## config.mk

```make
export PLATFORM = sky130hd
export DESIGN_NAME = reti_unit
export DESIGN_NICKNAME = d
export VERILOG_FILES = /design/src/rtl/reti_pkg.sv /design/src/rtl/reti_cond.sv /design/src/rtl/reti_stack.sv /design/src/rtl/reti_seq.sv /design/src/rtl/reti_unit.sv
export SDC_FILE = /design/constraint.sdc
export NUM_CORES = 1
export LEC_CHECK = 0
export CORE_ASPECT_RATIO = 2
export CORE_MARGIN = 4
export CORE_UTILIZATION = 59
export DETAILED_ROUTE_END_ITERATION = 6
export PLACE_DENSITY_LB_ADDON = 0.12
export REMOVE_ABC_BUFFERS = 1
export SLEW_MARGIN = 5
export SYNTH_ARGS = -nofsm -noshare
export SYNTH_HDL_FRONTEND = slang
export SYNTH_SLANG_ARGS = --single-unit
export TNS_END_PERCENT = 20
```

## constraint.sdc

```tcl
create_clock -name clk_i -period 4.2 [get_ports clk_i]
set_input_delay 0.84 -clock clk_i [delete_from_list [all_inputs] [get_ports clk_i]]
set_output_delay 0.84 -clock clk_i [all_outputs]
set_load 0.03 [all_outputs]
```

## src/rtl/reti_pkg.sv

```systemverilog
package reti_pkg;

  typedef enum logic [2:0] {
    SEL_ALWAYS = 3'd0,
    SEL_CARRY  = 3'd1,
    SEL_NCARRY = 3'd2,
    SEL_ZERO   = 3'd3,
    SEL_NZERO  = 3'd4,
    SEL_SIGN   = 3'd5,
    SEL_RSV6   = 3'd6,
    SEL_RSV7   = 3'd7
  } ret_sel_e;

  typedef enum logic [1:0] {
    OP_NONE = 2'd0,
    OP_IRQ  = 2'd1,
    OP_RET  = 2'd2,
    OP_STEP = 2'd3
  } op_e;

endpackage

```

## src/rtl/reti_cond.sv

```systemverilog
module reti_cond
  import reti_pkg::*;
#(
  parameter int ACC_W = 16
) (
  input  logic [2:0]       sel_i,
  input  logic             carry_i,
  input  logic             sign_i,
  input  logic [ACC_W-1:0] acc_i,
  output logic             zero_o,
  output logic             cond_ok_o
);

  ret_sel_e sel;

  assign sel    = ret_sel_e'(sel_i);
  assign zero_o = ~|acc_i;

  always_comb begin
    unique case (sel)
      SEL_ALWAYS: cond_ok_o = 1'b1;
      SEL_CARRY:  cond_ok_o = carry_i;
      SEL_NCARRY: cond_ok_o = ~carry_i;
      SEL_ZERO:   cond_ok_o = zero_o;
      SEL_NZERO:  cond_ok_o = ~zero_o;
      SEL_SIGN:   cond_ok_o = sign_i;
      default:    cond_ok_o = 1'b0;
    endcase
  end

endmodule

```

## src/rtl/reti_stack.sv

```systemverilog
module reti_stack #(
  parameter int DEPTH = 8,
  parameter int W     = 16,
  localparam int PTR_W = $clog2(DEPTH + 1),
  localparam int IDX_W = (DEPTH > 1) ? $clog2(DEPTH) : 1
) (
  input  logic             clk_i,
  input  logic             rst_ni,
  input  logic             push_i,
  input  logic             pop_i,
  input  logic [W-1:0]     din_i,
  output logic [W-1:0]     top_o,
  output logic [PTR_W-1:0] depth_o,
  output logic             empty_o,
  output logic             full_o
);

  logic [W-1:0]     mem [DEPTH];
  logic [PTR_W-1:0] cnt;
  logic [IDX_W-1:0] top_idx;

  assign empty_o = (cnt == '0);
  assign full_o  = (cnt == PTR_W'(DEPTH));
  assign depth_o = cnt;
  assign top_idx = IDX_W'(cnt - 1'b1);
  assign top_o   = empty_o ? '0 : mem[top_idx];

  for (genvar g = 0; g < DEPTH; g++) begin : g_entry
    always_ff @(posedge clk_i or negedge rst_ni) begin
      if (!rst_ni)                             mem[g] <= '0;
      else if (push_i && cnt == PTR_W'(g))     mem[g] <= din_i;
    end
  end

  always_ff @(posedge clk_i or negedge rst_ni) begin
    if (!rst_ni)               cnt <= '0;
    else if (push_i && !pop_i) cnt <= cnt + 1'b1;
    else if (pop_i && !push_i) cnt <= cnt - 1'b1;
  end

  p_pop_nonempty_r9: assert property (@(posedge clk_i) disable iff (!rst_ni)
    pop_i |-> !empty_o);
  p_push_room_r7: assert property (@(posedge clk_i) disable iff (!rst_ni)
    push_i |-> !full_o);
  p_depth_bound_r8: assert property (@(posedge clk_i) disable iff (!rst_ni)
    cnt <= PTR_W'(DEPTH));
  p_push_grows_r6: assert property (@(posedge clk_i) disable iff (!rst_ni)
    (push_i && !pop_i) |=> cnt == $past(cnt) + 1'b1);
  p_pop_shrinks_r3: assert property (@(posedge clk_i) disable iff (!rst_ni)
    (pop_i && !push_i) |=> cnt == $past(cnt) - 1'b1);

endmodule

```

## src/rtl/reti_seq.sv

```systemverilog
module reti_seq
  import reti_pkg::*;
#(
  parameter int          IP_W     = 16,
  parameter logic [IP_W-1:0] VECTOR   = '0,
  parameter logic [IP_W-1:0] RESET_IP = '0
) (
  input  logic            clk_i,
  input  logic            rst_ni,
  input  logic            irq_i,
  input  logic            ret_i,
  input  logic            step_i,
  input  logic            cond_ok_i,
  input  logic            empty_i,
  input  logic            full_i,
  input  logic [IP_W-1:0] top_i,
  output logic            push_o,
  output logic            pop_o,
  output logic [IP_W-1:0] ip_o,
  output logic            ins_o,
  output logic            underflow_o,
  output logic            taken_o
);

  op_e op;
  logic uflow_hit;

  always_comb begin
    if (irq_i)       op = OP_IRQ;
    else if (ret_i)  op = OP_RET;
    else if (step_i) op = OP_STEP;
    else             op = OP_NONE;
  end

  assign push_o    = (op == OP_IRQ) && !full_i;
  assign taken_o   = (op == OP_RET) && cond_ok_i && !empty_i;
  assign uflow_hit = (op == OP_RET) && cond_ok_i && empty_i;
  assign pop_o     = taken_o;

  always_ff @(posedge clk_i or negedge rst_ni) begin
    if (!rst_ni) begin
      ip_o <= RESET_IP;
    end else begin
      unique case (op)
        OP_IRQ:  if (!full_i) ip_o <= VECTOR;
        OP_RET:  ip_o <= taken_o ? top_i : ip_o + 1'b1;
        OP_STEP: ip_o <= ip_o + 1'b1;
        default: ip_o <= ip_o;
      endcase
    end
  end

  always_ff @(posedge clk_i or negedge rst_ni) begin
    if (!rst_ni)      ins_o <= 1'b0;
    else if (push_o)  ins_o <= 1'b1;
    else if (taken_o) ins_o <= 1'b0;
  end

  always_ff @(posedge clk_i or negedge rst_ni) begin
    if (!rst_ni)        underflow_o <= 1'b0;
    else if (uflow_hit) underflow_o <= 1'b1;
  end

  p_taken_clears_ins_r3: assert property (@(posedge clk_i) disable iff (!rst_ni)
    taken_o |=> !ins_o);
  p_taken_target_r3: assert property (@(posedge clk_i) disable iff (!rst_ni)
    taken_o |=> ip_o == $past(top_i));
  p_fail_keeps_ins_r4: assert property (@(posedge clk_i) disable iff (!rst_ni)
    (ret_i && !irq_i && !cond_ok_i) |=> ins_o == $past(ins_o));
  p_fail_advances_r11: assert property (@(posedge clk_i) disable iff (!rst_ni)
    (ret_i && !irq_i && !cond_ok_i) |=> ip_o == $past(ip_o) + 1'b1);
  p_uflow_sticky_r9: assert property (@(posedge clk_i) disable iff (!rst_ni)
    underflow_o |=> underflow_o);
  p_irq_vector_r6: assert property (@(posedge clk_i) disable iff (!rst_ni)
    (irq_i && !full_i) |=> (ip_o == VECTOR) && ins_o);
  p_irq_refused_r7: assert property (@(posedge clk_i) disable iff (!rst_ni)
    (irq_i && full_i) |=> $stable(ip_o) && $stable(ins_o));

endmodule

```

## src/rtl/reti_unit.sv

```systemverilog
module reti_unit
  import reti_pkg::*;
#(
  parameter int              IP_W     = 16,
  parameter int              ACC_W    = 16,
  parameter int              DEPTH    = 8,
  parameter logic [IP_W-1:0] VECTOR   = 16'h0100,
  parameter logic [IP_W-1:0] RESET_IP = '0,
  localparam int PTR_W = $clog2(DEPTH + 1)
) (
  input  logic             clk_i,
  input  logic             rst_ni,
  input  logic             irq_i,
  input  logic             ret_i,
  input  logic             step_i,
  input  logic [2:0]       cond_sel_i,
  input  logic             carry_i,
  input  logic             sign_i,
  input  logic [ACC_W-1:0] acc_i,
  output logic [IP_W-1:0]  ip_o,
  output logic             ins_o,
  output logic [PTR_W-1:0] depth_o,
  output logic             underflow_o,
  output logic             taken_o
);

  logic            zero;
  logic            cond_ok;
  logic            push, pop, empty, full;
  logic [IP_W-1:0] top;

  reti_cond #(.ACC_W(ACC_W)) u_cond (
    .sel_i    (cond_sel_i),
    .carry_i  (carry_i),
    .sign_i   (sign_i),
    .acc_i    (acc_i),
    .zero_o   (zero),
    .cond_ok_o(cond_ok)
  );

  reti_stack #(.DEPTH(DEPTH), .W(IP_W)) u_stack (
    .clk_i  (clk_i),
    .rst_ni (rst_ni),
    .push_i (push),
    .pop_i  (pop),
    .din_i  (ip_o),
    .top_o  (top),
    .depth_o(depth_o),
    .empty_o(empty),
    .full_o (full)
  );

  reti_seq #(.IP_W(IP_W), .VECTOR(VECTOR), .RESET_IP(RESET_IP)) u_seq (
    .clk_i      (clk_i),
    .rst_ni     (rst_ni),
    .irq_i      (irq_i),
    .ret_i      (ret_i),
    .step_i     (step_i),
    .cond_ok_i  (cond_ok),
    .empty_i    (empty),
    .full_i     (full),
    .top_i      (top),
    .push_o     (push),
    .pop_o      (pop),
    .ip_o       (ip_o),
    .ins_o      (ins_o),
    .underflow_o(underflow_o),
    .taken_o    (taken_o)
  );

  p_zero_gate_r5: assert property (@(posedge clk_i) disable iff (!rst_ni)
    (ret_i && !irq_i && cond_sel_i == 3'd3 && acc_i != '0) |-> !taken_o);
  p_fail_keeps_depth_r4: assert property (@(posedge clk_i) disable iff (!rst_ni)
    (ret_i && !irq_i && !taken_o) |=> $stable(depth_o));
  p_idle_holds_r10: assert property (@(posedge clk_i) disable iff (!rst_ni)
    (!irq_i && !ret_i && !step_i) |=> $stable(ip_o) && $stable(depth_o) && $stable(ins_o));

endmodule

```

=== Word-level counts from Yosys, hierarchy flattened ===
Index checks and enable logic that the tools add are counted.

* Word-level logic and storage cells: 76
* Input bits: 26
* Bits in registers: 150

* Reductions and logical operators: 26
* Add/subtract/negate cells: 3
* Mux-type cells: 15
* Bitwise gates (word level): 2
* $lt $le $gt $ge: 1
* Equality and inequality tests: 17

{| class="wikitable"
|+ Operators with widths
! kind !! number
|-
| $mux W16 || 5
|-
| $bmux W16 S3 || 1
|-
| $pmux W16 S3 || 1
|-
| $add A16 B1 Y16 const B || 1
|-
| $eq A4 B3 Y1 const B || 4
|-
| $reduce_or A16 Y1 || 1
|-
| $logic_and A1 B1 Y1 || 14
|-
| $eq A4 B2 Y1 const B || 2
|-
| $mux W4 || 2
|-
| $eq A3 B2 Y1 const B || 2
|-
| $eq A3 B3 Y1 const B || 2
|-
| $mux W2 || 3
|-
| $pmux W1 S6 || 1
|-
| $logic_not A1 Y1 || 5
|-
| $add A4 B1 Y4 const B || 1
|-
| $eq A2 B2 Y1 const B || 2
|-
| $eq A4 B1 Y1 const B || 1
|-
| $eq A4 B4 Y1 const B || 1
|-
| $ge A4 B4 Y1 const B || 1
|-
| $logic_not A4 Y1 || 1
|-
| $not A3 Y4 || 1
|-
| $reduce_bool A2 Y1 || 2
|-
| $sub A4 B1 Y4 const B || 1
|-
| $eq A3 B1 Y1 const B || 1
|-
| 7 further kinds || 8
|}

=== Logic depth before layout (Yosys ltp) ===
Gate-level depths: netlist of run 1.

* Depth in word-level cells: 9
* Mapped depth: 17
* Gate-level depth less buffers: 12

=== By module ===
A second synthesis of run 1 with hierarchy kept.

* Cells, all modules: 500
* Area total of the unflattened synthesis: 7294.5 sq um

{| class="wikitable"
|+ Modules (own cells, without submodules)
! module !! cells each !! instances !! seq. area each (sq um) !! area an instance (sq um)
|-
| reti_stack || 368 || 1 || 3303.2 || 6095.8
|-
| reti_seq || 119 || 1 || 450.4 || 1106.1
|-
| reti_cond || 13 || 1 || 0.0 || 92.6
|}

=== Worst setup path after synthesis of run 1 ===
OpenSTA, ideal clock, no wires.

* Path type: register to output
* Start: reg u_stack.cnt[0], in the netlist u_stack.depth_o[0]
* End: out taken_o
* Slack: 0.840 ns
* Arrival time: 2.520 ns
* Cell stages (with the launch flop): 12
* Data required time: 3.360 ns
* Cell sequence: dfrtp_1 -> buf_2 -> buf_2 -> inv_1 -> ha_1 -> buf_4 -> or3b_1 -> buf_2 -> nand4b_1 -> o22a_2 -> and2_4 -> inv_1

* Cells in the longest elaborated chain, start to end: 3

{| class="wikitable"
|+ Ends and longest elaborated chain
! element !! RTL line !! text
|-
| from (decl) || reti_stack.sv:19 || <nowiki>logic [PTR_W-1:0] cnt;</nowiki>
|-
| from (signal assigned) || reti_stack.sv:37 || <nowiki>else if (push_i && !pop_i) cnt <= cnt + 1'b1;</nowiki>
|-
| from (signal assigned) || reti_stack.sv:38 || <nowiki>else if (pop_i && !push_i) cnt <= cnt - 1'b1;</nowiki>
|-
| $logic_not A4 Y1 || reti_stack.sv:22 || <nowiki>assign empty_o = (cnt == '0);</nowiki>
|-
| $logic_not A1 Y1 || reti_seq.sv:36 || <nowiki>assign taken_o = (op == OP_RET) && cond_ok_i && !empty_i;</nowiki>
|-
| $logic_and A1 B1 Y1 || reti_seq.sv:36 ||
|-
| to (decl) || reti_unit.sv:24 || <nowiki>output logic taken_o</nowiki>
|}

Every way passes these cells.

=== Final worst setup path of run 1 ===
* Start: in irq_i
* End: out taken_o

* Cells in the longest elaborated chain, start to end: 4

{| class="wikitable"
|+ Ends and longest elaborated chain
! element !! RTL line !! text
|-
| from (decl) || reti_unit.sv:13 || <nowiki>input logic irq_i,</nowiki>
|-
| $mux W2 || reti_seq.sv:29 || <nowiki>if (irq_i) op = OP_IRQ;</nowiki>
|-
| $eq A2 B2 Y1 || reti_seq.sv:36 ||
|-
| $logic_and A1 B1 Y1 (2 in series) || reti_seq.sv:36 ||
|}

Every way passes these cells.

==> results of run 1 <==
==> where the power goes <==
group / switching, mW / internal (mW) / leakage [nW]
clock network: 0.592 / 1.06 / 0.302
registers: 0.164 / 1.64 / 2.04
logic: 0.832 / 0.698 / 1.63
total: 1.59 / 3.40 / 3.97
==> kinds of logic (layout without fill, tap and decap cells) <==
group	after synthesis	after routing	share of synthesized area, %
AOI/OAI and AO/OA	67	67	5.691
xor gates and xnor gates	12	12	1.529
adders and majority gates	6	6	1.019
buffers and inverters	54	101	3.398
DFF	150	150	50.97
muxes	170	170	30.65
and+or+nand+nor	95	95	6.745
==> final timing paths <==
path	startpoint	end	slack, ns	cells after the start
worst max-delay path	irq_i	taken_o	0.41	6
worst min-delay path	u_seq.underflow_o$_DFFE_PN0P_	u_seq.underflow_o$_DFFE_PN0P_	0.46	1
worst max register to register	u_stack.depth_o[0]$_DFFE_PN0P_	u_stack.depth_o[2]$_DFFE_PN0P_	1.20	12
worst min register to register	u_seq.underflow_o$_DFFE_PN0P_	u_seq.underflow_o$_DFFE_PN0P_	0.46	1
max in group asynchronous	rst_ni	u_seq.ip_o[13]$_DFFE_PN0P_	2.75	2
min in group asynchronous	rst_ni	u_stack.mem[9]$_DFFE_PN0P_	0.55	1
==> stage by stage <==
stage | worst slack (ns) | utilization [%] | std cells | hold slack [ns] | cell area [µm²]
6_report | 0.4145 | 70.05 | 748 | 0.4589 | 8543
5_1_grt | 0.1905 | 70.05 | 748 | 0.4712 | 8543
4_1_cts | 0.4178 | 70.05 | 748 | 0.4578 | 8543
3_5_place_dp | 0.4306 | 64.86 | 717 | 0.4444 | 7910
3_3_place_gp | 0.5248 | 64.86 | 717 | 0.4439 | 7910
2_1_floorplan | 0.01552 | - | 509 | 0.4446 | 7148
==> per-layer routing <==
metal	vias up	track usage [%]	wire length [µm]
li1	2105	-	-
met1	2459	30.64	6561
met2	113	41.74	8886
met3	22	4.767	690
met4	0	9.837	391
met5	-	0	0
==> sequential cells by signal (all words and copies together), names as in the netlist <==
register	count
u_seq.underflow_o	1
u_stack.depth_o	4
u_stack.mem	128
u_seq.ip_o	16
u_seq.ins_o	1
==> layout make-up <==
type | instances | share of cell area (%)
Multi-Input combinational cell | 350 | 39.34
Inverter | 9 | 0.3954
Timing Repair Buffer | 61 | 6.752
Clock buffer | 20 | 5.111
Tap cell | 147 | 2.153
Sequential cell | 150 | 43.95
Clock inverter | 11 | 2.299
==> cell usage in the layout, fill, tap and decap left out, types with 5 or more instances in the layout <==
cell type,instances
dfrtp_1,149
mux2_2,124
clkdlybuf4s50_1,46
mux4_2,32
nand2_1,27
o21ai_0,26
clkbuf_16,17
nor2_1,14
mux2i_1,14
buf_4,14
nand3_1,12
a21oi_1,12
inv_1,9
nor3_1,9
xor2_1,7
and3_1,7
ha_1,6
nor4_1,5
bufinv_16,5
==> flow_metrics.env, run 1 <==
export IMPL_status="completed"
export IMPL_synth_top_area_share_pct=50.97
export IMPL_post_cts_setup_buffers=0
export IMPL_cp_slowest_cell="clkdlybuf4s50_1"
export IMPL_chipHeight_um=166
export IMPL_power_mw=4.986
export IMPL_via_per_inst=6.282
export IMPL_crit_path_start_kind="input port"
export IMPL_cp_data_arrival_time_ns=2.95
export IMPL_dr_first_iter_drc_count=295
export IMPL_initial_core_util_pct=60.39
export IMPL_cp_top_family="buffers and inverters"
export IMPL_synthesis_area_um2=7365
export IMPL_first_pass_iters=4
export IMPL_insertion_delay_ns=0.41
export IMPL_synth_edf_count=0
export IMPL_synth_main_ff_cell="dfrtp_1"
export IMPL_drive_gt1_share_pct=34.61
export IMPL_ir_drop_v=0.0005719
export IMPL_floorplan_rows=57
export IMPL_endpoint_kind="primary output"
export IMPL_clock_fmax_mhz=264.2
export IMPL_crit_fanout=21
export IMPL_fin_crit_ns=3.785
export IMPL_multi_input_area_um2=3361
export IMPL_diodes=0
export IMPL_skew_ns=0.01349
export IMPL_path_class="in2out"
export IMPL_relSlewSlack_pct=33.25
export IMPL_cts_tree="done"
export IMPL_antenna_found_initial=0
export IMPL_drcViolationCount=0
export IMPL_grt_use_total_pct=24.69
export IMPL_ctsHoldBuffers=0
export IMPL_pin_count=49
export IMPL_cts_resized=0
export IMPL_worst_path_buf_inv=3
export IMPL_die_area_um2=14440
export IMPL_synth_distinct_cells=49
export IMPL_syn_instance_count=554
export IMPL_ant_nets=0
export IMPL_areaGrowthSynthToFinish_pct=16.00
export IMPL_worst_hold_path_type="reg2reg"
export IMPL_core_area_um2=12200
export IMPL_die_x_um=87
export IMPL_cts_made_buffers=17
export IMPL_first_global_vias=5096
export IMPL_synth_largest_area_cell="dfrtp_1"
export IMPL_nNetsFinal=621
export IMPL_seqCellArea_um2=3755
export IMPL_cpPeakStageDelay_ns=0.56
export IMPL_max_cap_violations=0
export IMPL_gr_total_overflow=0
export IMPL_clock_sinks=150
export IMPL_yosys_warnings=0
export IMPL_nFillCells=853
export IMPL_drt_wl_total_um=16530
export IMPL_syn_avg_cell_area_um2=13.29
export IMPL_powerDensity_nw_per_um2=583.6
export IMPL_fin_crit_sh_pct=90.13
export IMPL_vias=4699
export IMPL_wl_per_cell_um=22.10
export IMPL_leakage_nw=3.965
export IMPL_clockBufferDepth=2
export IMPL_fin_tns_setup_ns=0
export IMPL_hold_viol=0
export IMPL_finalMaxSlewViolations=0
export IMPL_yosysMostFrequentCell="dfrtp_1"
export IMPL_synth_top_cells_by_count="150 x dfrtp_1, 124 x mux2_2, 32 x mux4_2"
export IMPL_clockRootBuffer="clkbuf_16"
export IMPL_critPathRequiredTime_ns=3.36
export IMPL_ys_async_sr_fraction_pct=100.0
export IMPL_grt_max_degree=107
export IMPL_io_buffers=48
export IMPL_crit_path_cell_trace="clkdlybuf4s50_1 -> nor2b_1 -> o2111ai_1 -> and2_4 -> inv_1 -> buf_4"
export IMPL_synth_seq_cells=150
export IMPL_finalWeightedCongestion=0.8449
export IMPL_finalSetupViolations=0
export IMPL_ys_seq_area_share_pct=50.97
export IMPL_path_clk_slew_ns=0.06
export IMPL_dpl_hpwl_um=10490
export IMPL_synth_area_leaders="dfrtp_1 51%, mux2_2 19%, mux4_2 9.8%"
export IMPL_tightest_slew_ns=0.9989
export IMPL_htree_levels=4
export IMPL_grt_pass1_wl_um=27210
export IMPL_rsz0062_at_grt="false"
Note: power is estimated with default switching activity, not from simulation.
==> inputs of run 2 (changes only) <==
- GPL_ROUTABILITY_DRIVEN: unset -> 0
==> results of run 2 <==
Same layout as run 1: the final DEF is identical, and so are final timing and power.
==> inputs of run 3 (changes only) <==
- CTS_CLUSTER_DIAMETER: unset -> 60
==> results of run 3 <==
Same layout as run 1: the final DEF is identical, and so are final timing and power.
